## src/rtl/ring_pkg.sv

```systemverilog
package ring_pkg;
   // Width of an index addressing n entries (at least one bit).
   function automatic int idx_width(input int n);
      return (n <= 2) ? 1 : $clog2(n);
   endfunction

   // Width of a counter reaching n inclusive.
   function automatic int cnt_width(input int n);
      return $clog2(n + 1);
   endfunction
endpackage

```

## src/rtl/ring_cursor.sv

```systemverilog
module ring_cursor #(
   parameter int  SLOTS      = 4,
   parameter bit  INIT_PHASE = 1'b0,
   localparam int IDX_W      = ring_pkg::idx_width(SLOTS)
) (
   input  logic             clk,
   input  logic             rst_n,
   input  logic             adv,
   output logic [IDX_W-1:0] idx,
   output logic             phase
);
   localparam logic [IDX_W-1:0] LAST = IDX_W'(SLOTS - 1);

   always_ff @(posedge clk) begin
      if (!rst_n) begin
         idx   <= '0;
         phase <= INIT_PHASE;
      end else if (adv) begin
         if (idx == LAST) begin
            idx   <= '0;
            phase <= ~phase;
         end else begin
            idx <= idx + 1'b1;
         end
      end
   end


   wrap_chk: assert property (@(posedge clk) disable iff (!rst_n)
      (adv && idx == LAST) |=> (idx == '0 && phase != $past(phase)));


   step_chk: assert property (@(posedge clk) disable iff (!rst_n)
      (adv && idx != LAST) |=> (idx == $past(idx) + 1'b1 && $stable(phase)));
endmodule

```

## src/rtl/ring_phase_barrier.sv

```systemverilog
module ring_phase_barrier #(
   parameter int CNT_W    = 4,
   parameter int BYTE_W   = 12,
   parameter bit TRACK_TX = 1'b1
) (
   input  logic              clk,
   input  logic              rst_n,
   input  logic [CNT_W-1:0]  cfg_need,
   input  logic              arrive_en,
   input  logic [CNT_W-1:0]  arrive_num,
   input  logic              expect_en,
   input  logic [BYTE_W-1:0] expect_bytes,
   input  logic              tx_en,
   input  logic [BYTE_W-1:0] tx_bytes,
   output logic              phase,
   output logic              complete
);
   logic [CNT_W:0] arr_q, arr_nx;
   logic           tx_ok;
   logic           any_event;

   assign arr_nx    = arr_q + (arrive_en ? {1'b0, arrive_num} : '0);
   assign any_event = arrive_en | tx_en | expect_en;

   generate
      if (TRACK_TX) begin : g_tx
         logic [BYTE_W:0] pend_q, pend_nx;
         logic            armed_q, armed_nx;

         assign pend_nx  = pend_q + (expect_en ? {1'b0, expect_bytes} : '0)
                                  - (tx_en ? {1'b0, tx_bytes} : '0);
         assign armed_nx = armed_q | expect_en;
         assign tx_ok    = armed_nx && (pend_nx == '0);

         always_ff @(posedge clk) begin
            if (!rst_n || complete) begin
               pend_q  <= '0;
               armed_q <= 1'b0;
            end else begin
               pend_q  <= pend_nx;
               armed_q <= armed_nx;
            end
         end


         tx_underflow_chk: assert property (@(posedge clk) disable iff (!rst_n)
            tx_en |-> ({1'b0, tx_bytes} <= pend_q + (expect_en ? {1'b0, expect_bytes} : '0)));
      end else begin : g_no_tx
         logic unused_tx;
         assign unused_tx = ^{expect_en, expect_bytes, tx_en, tx_bytes};
         assign tx_ok     = 1'b1;
      end
   endgenerate

   assign complete = any_event && tx_ok && (arr_nx >= {1'b0, cfg_need});

   always_ff @(posedge clk) begin
      if (!rst_n) begin
         arr_q <= '0;
         phase <= 1'b0;
      end else if (complete) begin
         arr_q <= '0;
         phase <= ~phase;
      end else begin
         arr_q <= arr_nx;
      end
   end
endmodule

```

## src/rtl/ring_ctrl.sv

```systemverilog
module ring_ctrl #(
   parameter int  SLOTS  = 4,
   parameter int  CNT_W  = 4,
   parameter int  BYTE_W = 12,
   parameter int  LAG    = 1,
   localparam int IDX_W  = ring_pkg::idx_width(SLOTS)
) (
   input  logic              clk,
   input  logic              rst_n,
   input  logic [CNT_W-1:0]  cfg_prod_arrivals,
   input  logic [CNT_W-1:0]  cfg_cons_arrivals,
   input  logic              prod_acq_valid,
   input  logic [BYTE_W-1:0] prod_acq_bytes,
   output logic              prod_acq_ready,
   output logic [IDX_W-1:0]  prod_slot,
   output logic              prod_phase,
   input  logic              prod_commit_valid,
   input  logic [IDX_W-1:0]  prod_commit_slot,
   input  logic [CNT_W-1:0]  prod_commit_num,
   input  logic              tx_done_valid,
   input  logic [IDX_W-1:0]  tx_done_slot,
   input  logic [BYTE_W-1:0] tx_done_bytes,
   input  logic              cons_wait_valid,
   output logic              cons_wait_ready,
   output logic [IDX_W-1:0]  cons_slot,
   output logic              cons_phase,
   input  logic              cons_rel_valid,
   input  logic [CNT_W-1:0]  cons_rel_num,
   output logic              cons_rel_ready,
   output logic [IDX_W-1:0]  cons_rel_slot,
   input  logic              cons_drain
);
   localparam int OCC_W = ring_pkg::cnt_width(SLOTS);

   generate
      if (SLOTS < 2) begin : g_bad_slots
         $error("ring_ctrl: SLOTS must be at least 2");
      end
      if (LAG < 0 || LAG >= SLOTS) begin : g_bad_lag
         $error("ring_ctrl: LAG must lie in 0..SLOTS-1");
      end
      if (CNT_W < 1 || BYTE_W < 1) begin : g_bad_width
         $error("ring_ctrl: widths must be positive");
      end
   endgenerate

   logic             acq_hs, wait_hs, rel_hs, free_done;
   logic [SLOTS-1:0] fill_ph, drain_ph, fill_done, drain_done;
   logic             unused_rel_phase;
   logic [OCC_W-1:0] occ_q, held_q;

   assign acq_hs  = prod_acq_valid & prod_acq_ready;
   assign wait_hs = cons_wait_valid & cons_wait_ready;
   assign rel_hs  = cons_rel_valid & cons_rel_ready;

   // Producer starts out of phase with the drain barriers so a full lap passes.
   ring_cursor #(.SLOTS(SLOTS), .INIT_PHASE(1'b1)) prod_cur_i (
      .clk(clk), .rst_n(rst_n), .adv(acq_hs), .idx(prod_slot), .phase(prod_phase));

   ring_cursor #(.SLOTS(SLOTS), .INIT_PHASE(1'b0)) cons_cur_i (
      .clk(clk), .rst_n(rst_n), .adv(wait_hs), .idx(cons_slot), .phase(cons_phase));

   ring_cursor #(.SLOTS(SLOTS), .INIT_PHASE(1'b0)) rel_cur_i (
      .clk(clk), .rst_n(rst_n), .adv(free_done), .idx(cons_rel_slot),
      .phase(unused_rel_phase));

   generate
      for (genvar s = 0; s < SLOTS; s++) begin : g_slot
         ring_phase_barrier #(.CNT_W(CNT_W), .BYTE_W(BYTE_W), .TRACK_TX(1'b1)) fill_i (
            .clk(clk), .rst_n(rst_n),
            .cfg_need(cfg_prod_arrivals),
            .arrive_en(prod_commit_valid && prod_commit_slot == IDX_W'(s)),
            .arrive_num(prod_commit_num),
            .expect_en(acq_hs && prod_slot == IDX_W'(s)),
            .expect_bytes(prod_acq_bytes),
            .tx_en(tx_done_valid && tx_done_slot == IDX_W'(s)),
            .tx_bytes(tx_done_bytes),
            .phase(fill_ph[s]),
            .complete(fill_done[s]));

         ring_phase_barrier #(.CNT_W(CNT_W), .BYTE_W(BYTE_W), .TRACK_TX(1'b0)) drain_i (
            .clk(clk), .rst_n(rst_n),
            .cfg_need(cfg_cons_arrivals),
            .arrive_en(rel_hs && cons_rel_slot == IDX_W'(s)),
            .arrive_num(cons_rel_num),
            .expect_en(1'b0),
            .expect_bytes('0),
            .tx_en(1'b0),
            .tx_bytes('0),
            .phase(drain_ph[s]),
            .complete(drain_done[s]));
      end
   endgenerate

   // Parity wait: a side passes when the barrier phase differs from its own.
   assign prod_acq_ready  = drain_ph[prod_slot] != prod_phase;
   assign cons_wait_ready = fill_ph[cons_slot] != cons_phase;
   assign free_done       = |drain_done;

   assign cons_rel_ready = (held_q > OCC_W'(LAG)) || (cons_drain && held_q != '0);

   always_ff @(posedge clk) begin
      if (!rst_n) begin
         occ_q  <= '0;
         held_q <= '0;
      end else begin
         occ_q  <= occ_q  + OCC_W'(acq_hs)  - OCC_W'(free_done);
         held_q <= held_q + OCC_W'(wait_hs) - OCC_W'(free_done);
      end
   end


   prod_block_chk: assert property (@(posedge clk) disable iff (!rst_n)
      (occ_q == OCC_W'(SLOTS)) |-> !prod_acq_ready);


   cons_order_chk: assert property (@(posedge clk) disable iff (!rst_n)
      wait_hs |-> (occ_q > held_q));


   rel_gate_chk: assert property (@(posedge clk) disable iff (!rst_n)
      rel_hs |-> (held_q != '0));


   held_bound_chk: assert property (@(posedge clk) disable iff (!rst_n)
      held_q <= occ_q);


   single_free_chk: assert property (@(posedge clk) disable iff (!rst_n)
      $onehot0(drain_done));
endmodule

```

## config.mk

```make
export PLATFORM = sky130hd
export DESIGN_NAME = ring_ctrl
export DESIGN_NICKNAME = d
export VERILOG_FILES = /design/src/rtl/ring_pkg.sv /design/src/rtl/ring_cursor.sv /design/src/rtl/ring_phase_barrier.sv /design/src/rtl/ring_ctrl.sv
export SDC_FILE = /design/constraint.sdc
export NUM_CORES = 1
export LEC_CHECK = 0
export CAP_MARGIN = 20
export CORE_MARGIN = 1
export CORE_UTILIZATION = 39
export CTS_BUF_LIST = sky130_fd_sc_hd__clkbuf_8
export CTS_CLUSTER_SIZE = 14
export DETAILED_ROUTE_END_ITERATION = 16
export PLACE_DENSITY = 0.53
export SLEW_MARGIN = 20
export SYNTH_ARGS = -nofsm -noshare
export SYNTH_HDL_FRONTEND = slang
export SYNTH_SLANG_ARGS = --single-unit
```

## constraint.sdc

```tcl
create_clock -name clk -period 6.8 [get_ports clk]
set_input_delay 1.36 -clock clk [delete_from_list [all_inputs] [get_ports clk]]
set_output_delay 1.36 -clock clk [all_outputs]
set_load 0.02 [all_outputs]
```

# == After elaboration in Yosys (flattened, before gate mapping) ==
# Index checks and enable logic that the tools add are counted.
# word_totals
reg_bits,115
out_inout_bits,11
word_cells,185
# classes
n_addsub,21
n_lt_le_gt_ge,11
n_eq_ne,15
n_mux,23
bitwise,26
reduce_logical,59
# ops
operator,n
12-bit 2-to-1 mux,8
13-bit adder,4
13-bit logical NOT,4
13-bit subtractor,4
5-bit adder,8
5-bit by 4-bit >= comparator with 1-bit output,8
1-bit logical AND,33
4-bit 2-to-1 mux,8
"2-bit == test, second input constant",9
2-bit OR reduction,8
1-bit bitwise OR,12
1-bit NOT,11
"2-bit by 1-bit == test with 1-bit output, second input constant",4
2-bit logical NOT,4
"2-bit by 1-bit adder with 2-bit output, second input constant",3
"2-bit by 3-bit less-than comparator with 1-bit output, second input constant",2
2-bit 2-to-1 mux,3
1-bit logical OR,5
1-bit binary-select mux with 2-bit select,2
2-bit AND reduction,2
4-bit OR reduction,1
3-bit by 1-bit adder with 3-bit output,1
1-bit bitwise AND,3
"3-bit by 1-bit greater-than comparator with 1-bit output, second input constant",1
other kinds (5),7

# == Longest topological paths before layout ==
# Gate-level depths: netlist (run 1).
# depth
depth_word,13
ltp_mapped,23

# == By module ==
# A second synthesis (run 1) with hierarchy kept.
# hier_totals
hier_cells,1280
hier_area_um2,10986.8
# by_module_without_submodules
mod,instances,cells_each,area_per_inst_um2
ring_phase_barrier (g_slot[2].fill_i),1,258,2162.1
ring_phase_barrier (g_slot[3].fill_i),1,257,2133.3
ring_phase_barrier (g_slot[0].fill_i),1,249,2016.9
ring_phase_barrier (g_slot[1].fill_i),1,244,2003.2
ring_phase_barrier (g_slot[0].drain_i ...),4,45,446.7
ring_ctrl,1,54,474.2
ring_cursor (cons_cur_i ...),2,13,138.9
ring_cursor (prod_cur_i),1,12,132.6

# == Least setup slack after synthesis (run 1) ==
# OpenSTA, ideal clock, no wires.
# synth_timing
path_type,input-to-reg
from,input cons_drain
to,register held_q[2]
setup_ps,128
arrival_time_ps,5318
required_time_ps,6672
slack_ps,1354
cell_stages,22
path_buffers,2
path_cell_list,o21a_1 -> o22ai_1 -> a211oi_1 -> clkbuf_1 -> clkbuf_1 -> and3_1 -> ha_1 -> a21o_1 -> a21oi_1 -> xnor2_1 -> ha_1 -> o21ai_0 -> a21boi_0 -> nor4_1 -> inv_1 -> ha_1 -> inv_1 -> ha_1 -> inv_1 -> fa_1 -> xnor2_1 -> nor2_1
# synth_via
elab_chain_cells,10
# synth_lines
item,line_no,text
"start, declared",ring_ctrl.sv:31,input logic cons_drain
1-bit logical AND,ring_ctrl.sv:100,assign cons_rel_ready = (held_q > OCC_W'(LAG)) || (cons_drain && held_q != '0);
1-bit logical OR,ring_ctrl.sv:100,
1-bit bitwise AND,ring_ctrl.sv:54,assign rel_hs = cons_rel_valid & cons_rel_ready;
1-bit logical AND,ring_ctrl.sv:84,".arrive_en(rel_hs && cons_rel_slot == IDX_W'(s)),"
4-bit 2-to-1 mux,ring_phase_barrier.sv:22,"assign arr_nx = arr_q + (arrive_en ? {1'b0, arrive_num} : '0);"
5-bit adder,ring_phase_barrier.sv:22,
named net g_slot[1].drain_i.arr_nx[3],ring_phase_barrier.sv:18,"logic [CNT_W:0] arr_q, arr_nx;"
5-bit by 4-bit >= comparator with 1-bit output,ring_phase_barrier.sv:55,"assign complete = any_event && tx_ok && (arr_nx >= {1'b0, cfg_need});"
1-bit logical AND,ring_phase_barrier.sv:55,
4-bit OR reduction,ring_ctrl.sv:98,assign free_done = |drain_done;
named net free_done,ring_ctrl.sv:47,"logic acq_hs, wait_hs, rel_hs, free_done;"
3-bit by 1-bit subtractor with 3-bit output,ring_ctrl.sv:108,held_q <= held_q + OCC_W'(wait_hs) - OCC_W'(free_done);
"end signal, assigned",ring_ctrl.sv:108,
"end, declared",ring_ctrl.sv:50,"logic [OCC_W-1:0] occ_q, held_q;"
# The timed path passes the listed nets, and every way through them passes these cells.
# A chain may end at the register's enable or synchronous reset.

# == Worst setup path after layout (run 1) ==
# layout_timing
from,input prod_acq_valid
to,register g_slot[3].fill_i.g_tx.armed_q
# layout_via
elab_chain_cells,10
# layout_lines
item,line_no,text
"start, declared",ring_ctrl.sv:12,"input logic prod_acq_valid,"
1-bit bitwise AND *,ring_ctrl.sv:52,assign acq_hs = prod_acq_valid & prod_acq_ready;
1-bit logical AND *,ring_ctrl.sv:74,".expect_en(acq_hs && prod_slot == IDX_W'(s)),"
12-bit 2-to-1 mux,ring_phase_barrier.sv:30,"assign pend_nx = pend_q + (expect_en ? {1'b0, expect_bytes} : '0)"
13-bit adder,ring_phase_barrier.sv:30,
13-bit subtractor,ring_phase_barrier.sv:31,"- (tx_en ? {1'b0, tx_bytes} : '0);"
13-bit logical NOT,ring_phase_barrier.sv:33,assign tx_ok = armed_nx && (pend_nx == '0);
1-bit logical AND,ring_phase_barrier.sv:33,
1-bit logical AND (2 in a row),ring_phase_barrier.sv:55,
1-bit logical OR,ring_phase_barrier.sv:36,if (!rst_n || complete) begin
"end signal, assigned",ring_phase_barrier.sv:41,armed_q <= armed_nx;
"end, declared",ring_phase_barrier.sv:28,"logic armed_q, armed_nx;"
# Mark *: on every way between the ends. The rest lies on a longest branch, timed or not.

==> qor.yml, run 1 <==
critical_path:
  crit_path_max_fanout: 14
  r2r-start: "prod_cur_i.idx[0]$_SDFFE_PN0P_"
  rrSetupSlack_ps: 1440
  crit_path_start: "prod_acq_valid"
  start_kind: "input pin"
  cp_data_required_time_ps: 7110
  critPathKind: "in2reg"
  cp-endpoint: "g_slot[3].fill_i.g_tx.armed_q$_SDFF_PP0_"
  worst_setup_path_end_kind: "register"
  r2r_cells: 13
  r2r_end: "g_slot[3].fill_i.g_tx.armed_q$_SDFF_PP0_"
  cp.arrival_ps: 5870
clock_tree:
  clkSinkCount: 115
  h-tree-depth: 4
  clockBufferDepth: 2
  cts_resized: 0
  postCtsSetupBuffers: 0
  clk_pin_slew_ps: 70
  cts_tree: "done"
  cts_buffers: 17
  cts_hold_buf: 0
  worstSkewPairLatency_ps: 440
  ctsRootBufferMaster: "clkbuf_8"
cells_and_area:
  area_growth_syn_to_layout_pct: 14.0
  drive_gt1_share_pct: 4.96
  fin_cells: 1621
  n_antenna_cell: 0
  nNetsFinal: 1518
placement:
  placedCellCount: 1591
  dp_hpwl_mm: 21.0
  place.gp.congestion: 0.840
  io_buffers: 62
logic_synthesis:
  async_flop_share_pct: 0
  synth_edf_count: 0
  yosysMostFrequentCell: "inv_1"
  synth-main-ff-cell: "dfxtp_1"
  synth_cells: 1212
  ys.warnings.count: 0
  ys_top_cells_by_area: "dfxtp_1 (22%), ha_1 (16%), fa_1 (11%)"
  ys_seq_area_share_pct: 22.5
  syn_area_per_cell_um2: 8.46
  synth_common_cells: "inv_1 (175), ha_1 (129), dfxtp_1 (115), and2_1 (90), nand2_1 (86)"
  synth_cell_type_count: 72
  synth.net_count: 1450
  synth_area_um2: 10300
  synth_top_cell_area_share_pct: 22.5
  synth_seq_cells: 115
  yosysTopAreaCell: "dfxtp_1"
die:
  rows: 58
  start_util_pct: 40.2
  dieArea_um2: 26900
  die_height_um: 164
  fp.dieW_um: 164
  core-area_um2: 25500
  ios: 63
flow_run:
  cap_violations: 0
global_routing:
  grt_pass1_vias: 8172
  grt_util_all_layers_pct: 21.4
  grt_pass1_wl_mm: 43.9
  overflow: 0
  antenna_found_initial: 1
  grt_max_degree: 50
drt:
  dr.pass1.iters: 5
  wl_per_cell_um: 16.7
  ant_nets: 0
  first_iter_violations: 449
  route.detailed.drc: 0
  viasPerCell: 5.12
  wirelength_mm: 27.1
  vias: 8297
sta:
  rsz0062_at_grt: "no"
  finClkSkew_ps: 14.7
  relSlewSlack_pct: 34.2
  timing.final.crit_period_ps: 5570
  finalSetupViolCount: 0
  finalCritPeriodShare_pct: 81.9
  drv_slew: 0
  worst_pin_slew_ps: 962
  fmax_mhz: 180
  hold_viol: 0
  fin_tns_setup_ps: 0
power_and_ir_drop:
  p_per_area_nw_per_um2: 354
  vdd_drop_max_mv: 0.172
  leakage_uw: 0.00556
status:
  outcome: "finished clean"
hold_path:
  hp-class: "reg2reg"
logic make-up after synthesis:
logic type | share of synthesized area (%)
AND/OR/NAND/NOR | 22.6
multiplexers | 1.46
XOR/XNOR | 5.11
adder cells (fa/ha/maj) | 26.9
AO/OA/AOI/OAI | 14.0
buffers and inverters | 7.56
flip-flops | 22.5
cell usage in the layout (no fill, tap or decap), types with 5 or more instances in the layout:
cell and instances:
inv_1 175, ha_1 129, dfxtp_1 115, and2_1 90
nand2_1 86, nor2_1 82, a21oi_1 67, clkdlybuf4s50_1 62
fa_1 57, xnor2_1 31, and3_1 30, a21o_1 27
xor2_1 27, nor3_1 26, nor3b_1 23, clkbuf_8 21
nand2b_1 20, nor2b_1 19, o21ai_0 19, buf_4 16
o21a_1 12, a211oi_1 11, nand3_1 11, mux2i_1 9
nor4_1 7, nand4_1 7, or3_1 7, o211ai_1 7
a21boi_0 6, a2111oi_0 5
per-layer routing:
metal	GRT usage (%)	wire [um]	up-vias
li1	-	-	4215
met1	29.4	13400	3902
met2	33.8	11900	152
met3	4.32	1260	26
met4	6.40	472	2
met5	0	13	-
final cells by class:
| class | count | area (um^2) |
|---|---|---|
| fillers | 2548 | 13800 |
| well taps | 330 | 413 |
| clock buffers | 21 | 289 |
| repair buffers | 78 | 741 |
| clock inverters | 9 | 105 |
| inverters | 175 | 657 |
| multi-input cells | 893 | 7170 |
| flip-flops and latches | 115 | 2300 |
registers in the layout, summed over array words and instances, names as in the netlist:
register / count
g_slot.fill_i.phase: 4
g_slot.fill_i.g_tx.armed_q: 4
g_slot.fill_i.g_tx.pend_q: 52
rel_cur_i.idx: 2
cons_cur_i.phase: 1
prod_cur_i.phase: 1
g_slot.fill_i.arr_q: 20
cons_cur_i.idx: 2
prod_cur_i.idx: 2
held_q: 3
g_slot.drain_i.phase: 4
g_slot.drain_i.arr_q: 20
stage by stage:
stage                     total power, uW  instance area, um^2  utilization [%]  setup slack, ps  hold slack, ps
after floorplan                      2890                10300                -             1350             440
after global placement               3460                11300             44.3              834             452
after detailed placement             3460                11300             44.3              740             466
after CTS                            4150                11700             45.9             1210             481
after global routing                 4540                11700             45.9              895             507
final                                4140                11700             45.9             1230             475
how the worst min path moves through the flow:
stage	cells past startpoint	slack [ps]	startpoint	to
after CTS	2	480	g_slot[1].fill_i.phase$_SDFFE_PN0P_	g_slot[1].fill_i.phase$_SDFFE_PN0P_
final	2	480	g_slot[1].fill_i.phase$_SDFFE_PN0P_	g_slot[1].fill_i.phase$_SDFFE_PN0P_
after detailed placement	2	470	g_slot[0].fill_i.g_tx.armed_q$_SDFF_PP0_	g_slot[0].fill_i.g_tx.armed_q$_SDFF_PP0_
after global routing	2	510	g_slot[0].fill_i.g_tx.armed_q$_SDFF_PP0_	g_slot[0].fill_i.g_tx.armed_q$_SDFF_PP0_
after floorplan	2	440	g_slot[1].fill_i.phase$_SDFFE_PN0P_	g_slot[1].fill_i.phase$_SDFFE_PN0P_
after global placement	2	450	g_slot[0].fill_i.g_tx.armed_q$_SDFF_PP0_	g_slot[0].fill_i.g_tx.armed_q$_SDFF_PP0_
critical path, stage by stage:
cell and delay (ps):
clkdlybuf4s50_1 630, and3_1 570, nand2_1 140, fa_1 500, fa_1 470, nand2b_1 190, a2111oi_1 630, o21ai_1 200
o31a_1 150, a2111o_1 480, o31ai_4 450, nor2_1 90
power breakdown:
group	leakage [uW]	total, uW	internal, uW	switching (uW)
clock	0.000197	666	359	307
sequential	0.000942	845	805	39.9
combinational	0.00442	2630	1070	1560
total	0.00556	4140	2230	1910
Power figures use the tool's default switching activity.
==> run 2: changes to the inputs <==
==> constraint.sdc (replaced) <==
create_clock -name clk -period 5.2 [get_ports clk]
set_input_delay 1.04 -clock clk [delete_from_list [all_inputs] [get_ports clk]]
set_output_delay 1.04 -clock clk [all_outputs]
set_load 0.02 [all_outputs]
==> qor.yml, run 2 (synthesized netlist as in run 1, its figures left out) <==
sta:
  timing.final.crit_period_ps: 4990
  finClkSkew_ps: 16.1
  fmax_mhz: 200
  fin_ws_ps: 208
  fin_hold_ws_ps: 470
  drv_slew: 0
  finalCritPeriodShare_pct: 96.0
  hold_viol: 0
  rsz0062_at_grt: "no"
  finalSetupViolCount: 0
  relSlewSlack_pct: 43.7
  worst_pin_slew_ps: 823
placement:
  dp_hpwl_mm: 22.3
  io_buffers: 62
  pre_cts_ws_ps: -414
  place.gp.congestion: 0.899
  placedCellCount: 1701
critical_path:
  cpMaxStageDelayCell: "mux4_2"
  cp.arrival_ps: 5310
  rrSetupSlack_ps: 210
  crit_path_max_fanout: 11
  crit_path_max_incr_delay_ps: 590
  critPathKind: "reg2reg"
  cp_data_required_time_ps: 5520
  path_cells: "mux4_2 -> xor2_2 -> buf_4 -> and3_1 -> buf_12 -> nand2_1 -> fa_1 -> fa_1 -> nand2b_1 -> a211oi_2 -> o21a_1 -> o32ai_1 -> or4_4 -> o41ai_2 -> buf_4 -> nor3_1"
  worst_setup_path_end_kind: "register"
  start_kind: "register"
  r2r_cells: 16
drt:
  ant_nets: 0
  viasPerCell: 4.99
  route.detailed.drc: 0
  wl_per_cell_um: 16.0
  first_iter_violations: 362
  wirelength_mm: 27.7
  dr.pass1.iters: 4
  vias: 8676
global_routing:
  grt_util_all_layers_pct: 21.7
  grt_max_degree: 39
  grt_pass1_wl_mm: 45.0
  grt_pass1_vias: 8824
  antenna_found_initial: 1
  overflow: 0
clock_tree:
  worstSkewPairLatency_ps: 450
  cts_buffers: 17
  clk_pin_slew_ps: 70
  cts_hold_buf: 0
  h-tree-depth: 4
  clockBufferDepth: 2
  clkSinkCount: 115
  ctsRootBufferMaster: "clkbuf_8"
  cts_tree: "done"
power_and_ir_drop:
  p_per_area_nw_per_um2: 477
  vdd_drop_max_mv: 0.247
  total_power_uw: 6030
  leakage_uw: 0.00616
cells_and_area:
  regArea_um2: 2300
  reg_top3: "g_slot.fill_i.g_tx.pend_q: 52 flops, g_slot.drain_i.arr_q: 20 flops, g_slot.fill_i.arr_q: 20 flops"
  multiInputGateArea_um2: 7210
  nNetsFinal: 1633
  layout_commonest_cell: "inv_1"
  area_growth_syn_to_layout_pct: 23.3
  fin_cells: 1738
  drive_gt1_share_pct: 13.3
  largest_reg_flops: 52
  fill_cells: 2494
  top_register: "g_slot.fill_i.g_tx.pend_q"
  final_cell_mix: "inv_1 (175), ha_1 (128), buf_4 (126), dfxtp_1 (114), and2_1 (90)"
  n_antenna_cell: 0
die:
  rows: 58
  dieArea_um2: 26900
  ios: 63
  fp.dieW_um: 164
  core-area_um2: 25500
  start_util_pct: 40.2
  die_height_um: 164
flow_run:
  cap_violations: 0
hold_path:
  min_path_cells: 2
  hp-class: "reg2reg"
status:
  outcome: "finished clean"
-- run 2: what timing repair did --
item                                    in CTS  in global routing
resized for setup                            0                 12
endpoints found under the setup margin       0                 47
buffers inserted                             0                  4
-- run 2: path summary, 6_finish.rpt --
kind | from | end
max reg2reg | prod_cur_i.idx[0]$_SDFFE_PN0P_ | g_slot[0].fill_i.g_tx.pend_q[5]$_SDFF_PP0_
max | prod_cur_i.idx[0]$_SDFFE_PN0P_ | g_slot[0].fill_i.g_tx.pend_q[5]$_SDFF_PP0_
min reg2reg | g_slot[1].fill_i.phase$_SDFFE_PN0P_ | g_slot[1].fill_i.phase$_SDFFE_PN0P_
min | g_slot[1].fill_i.phase$_SDFFE_PN0P_ | g_slot[1].fill_i.phase$_SDFFE_PN0P_
-- run 2: layout make-up --
type / count / area share, %
clock buffer: 18 / 1.96
multi-input combinational: 893 / 57.0
timing repair buffer: 193 / 13.1
clock inverter: 14 / 1.22
tap: 330 / 3.27
inverter: 175 / 5.20
sequential: 115 / 18.2
-- run 2: report_power, final --
part / internal, uW / total (uW) / switching (uW)
combinational: 1890 / 4060 / 2170
clock: 444 / 872 / 428
sequential: 1050 / 1100 / 48.1
-- run 2: per-layer routing --
metal  up-vias  share of wire, %  global-route usage (%)  wire (um)
met5         -             0.047                       0         13
met3        27               3.2                    3.33        898
met2       116                46                    37.0      12900
met1      4076                49                    28.7      13600
met4         2               1.3                    4.97        348
li1       4455                 -                       -          -
-- run 2: critical path: cells and delay by family (launching register included) --
kind            cells  cell delay (ps)
fa+ha+maj           2              920
mux                 1              590
compound gates      4             1070
buf+inv             3              550
simple gates        5             1140
xor+xnor            1              170
flops               1              410
-- run 2: metrics by stage --
step | cell area, um^2 | util [%] | TNS [ps]
5_1_grt | 12600 | 49.6 | 0
2_1_floorplan | 10300 | - | 0
4_1_cts | 12600 | 49.3 | 0
6_report | 12600 | 49.6 | 0
3_5_place_dp | 12200 | 47.7 | -5800
3_3_place_gp | 12200 | 47.7 | -5310
==> run 3: changes to the inputs <==
--- a/config.mk
+++ b/config.mk
@@ -9,9 +9,10 @@
 export CORE_MARGIN = 1
 export CORE_UTILIZATION = 39
 export CTS_BUF_LIST = sky130_fd_sc_hd__clkbuf_8
-export CTS_CLUSTER_SIZE = 14
+export CTS_CLUSTER_SIZE = 16
 export DETAILED_ROUTE_END_ITERATION = 16
 export PLACE_DENSITY = 0.53
+export SKIP_LAST_GASP = 1
 export SLEW_MARGIN = 20
 export SYNTH_ARGS = -nofsm -noshare
 export SYNTH_HDL_FRONTEND = slang
==> results of run 3 <==
Same layout as run 2: the final DEF is identical, and so are final timing and power.
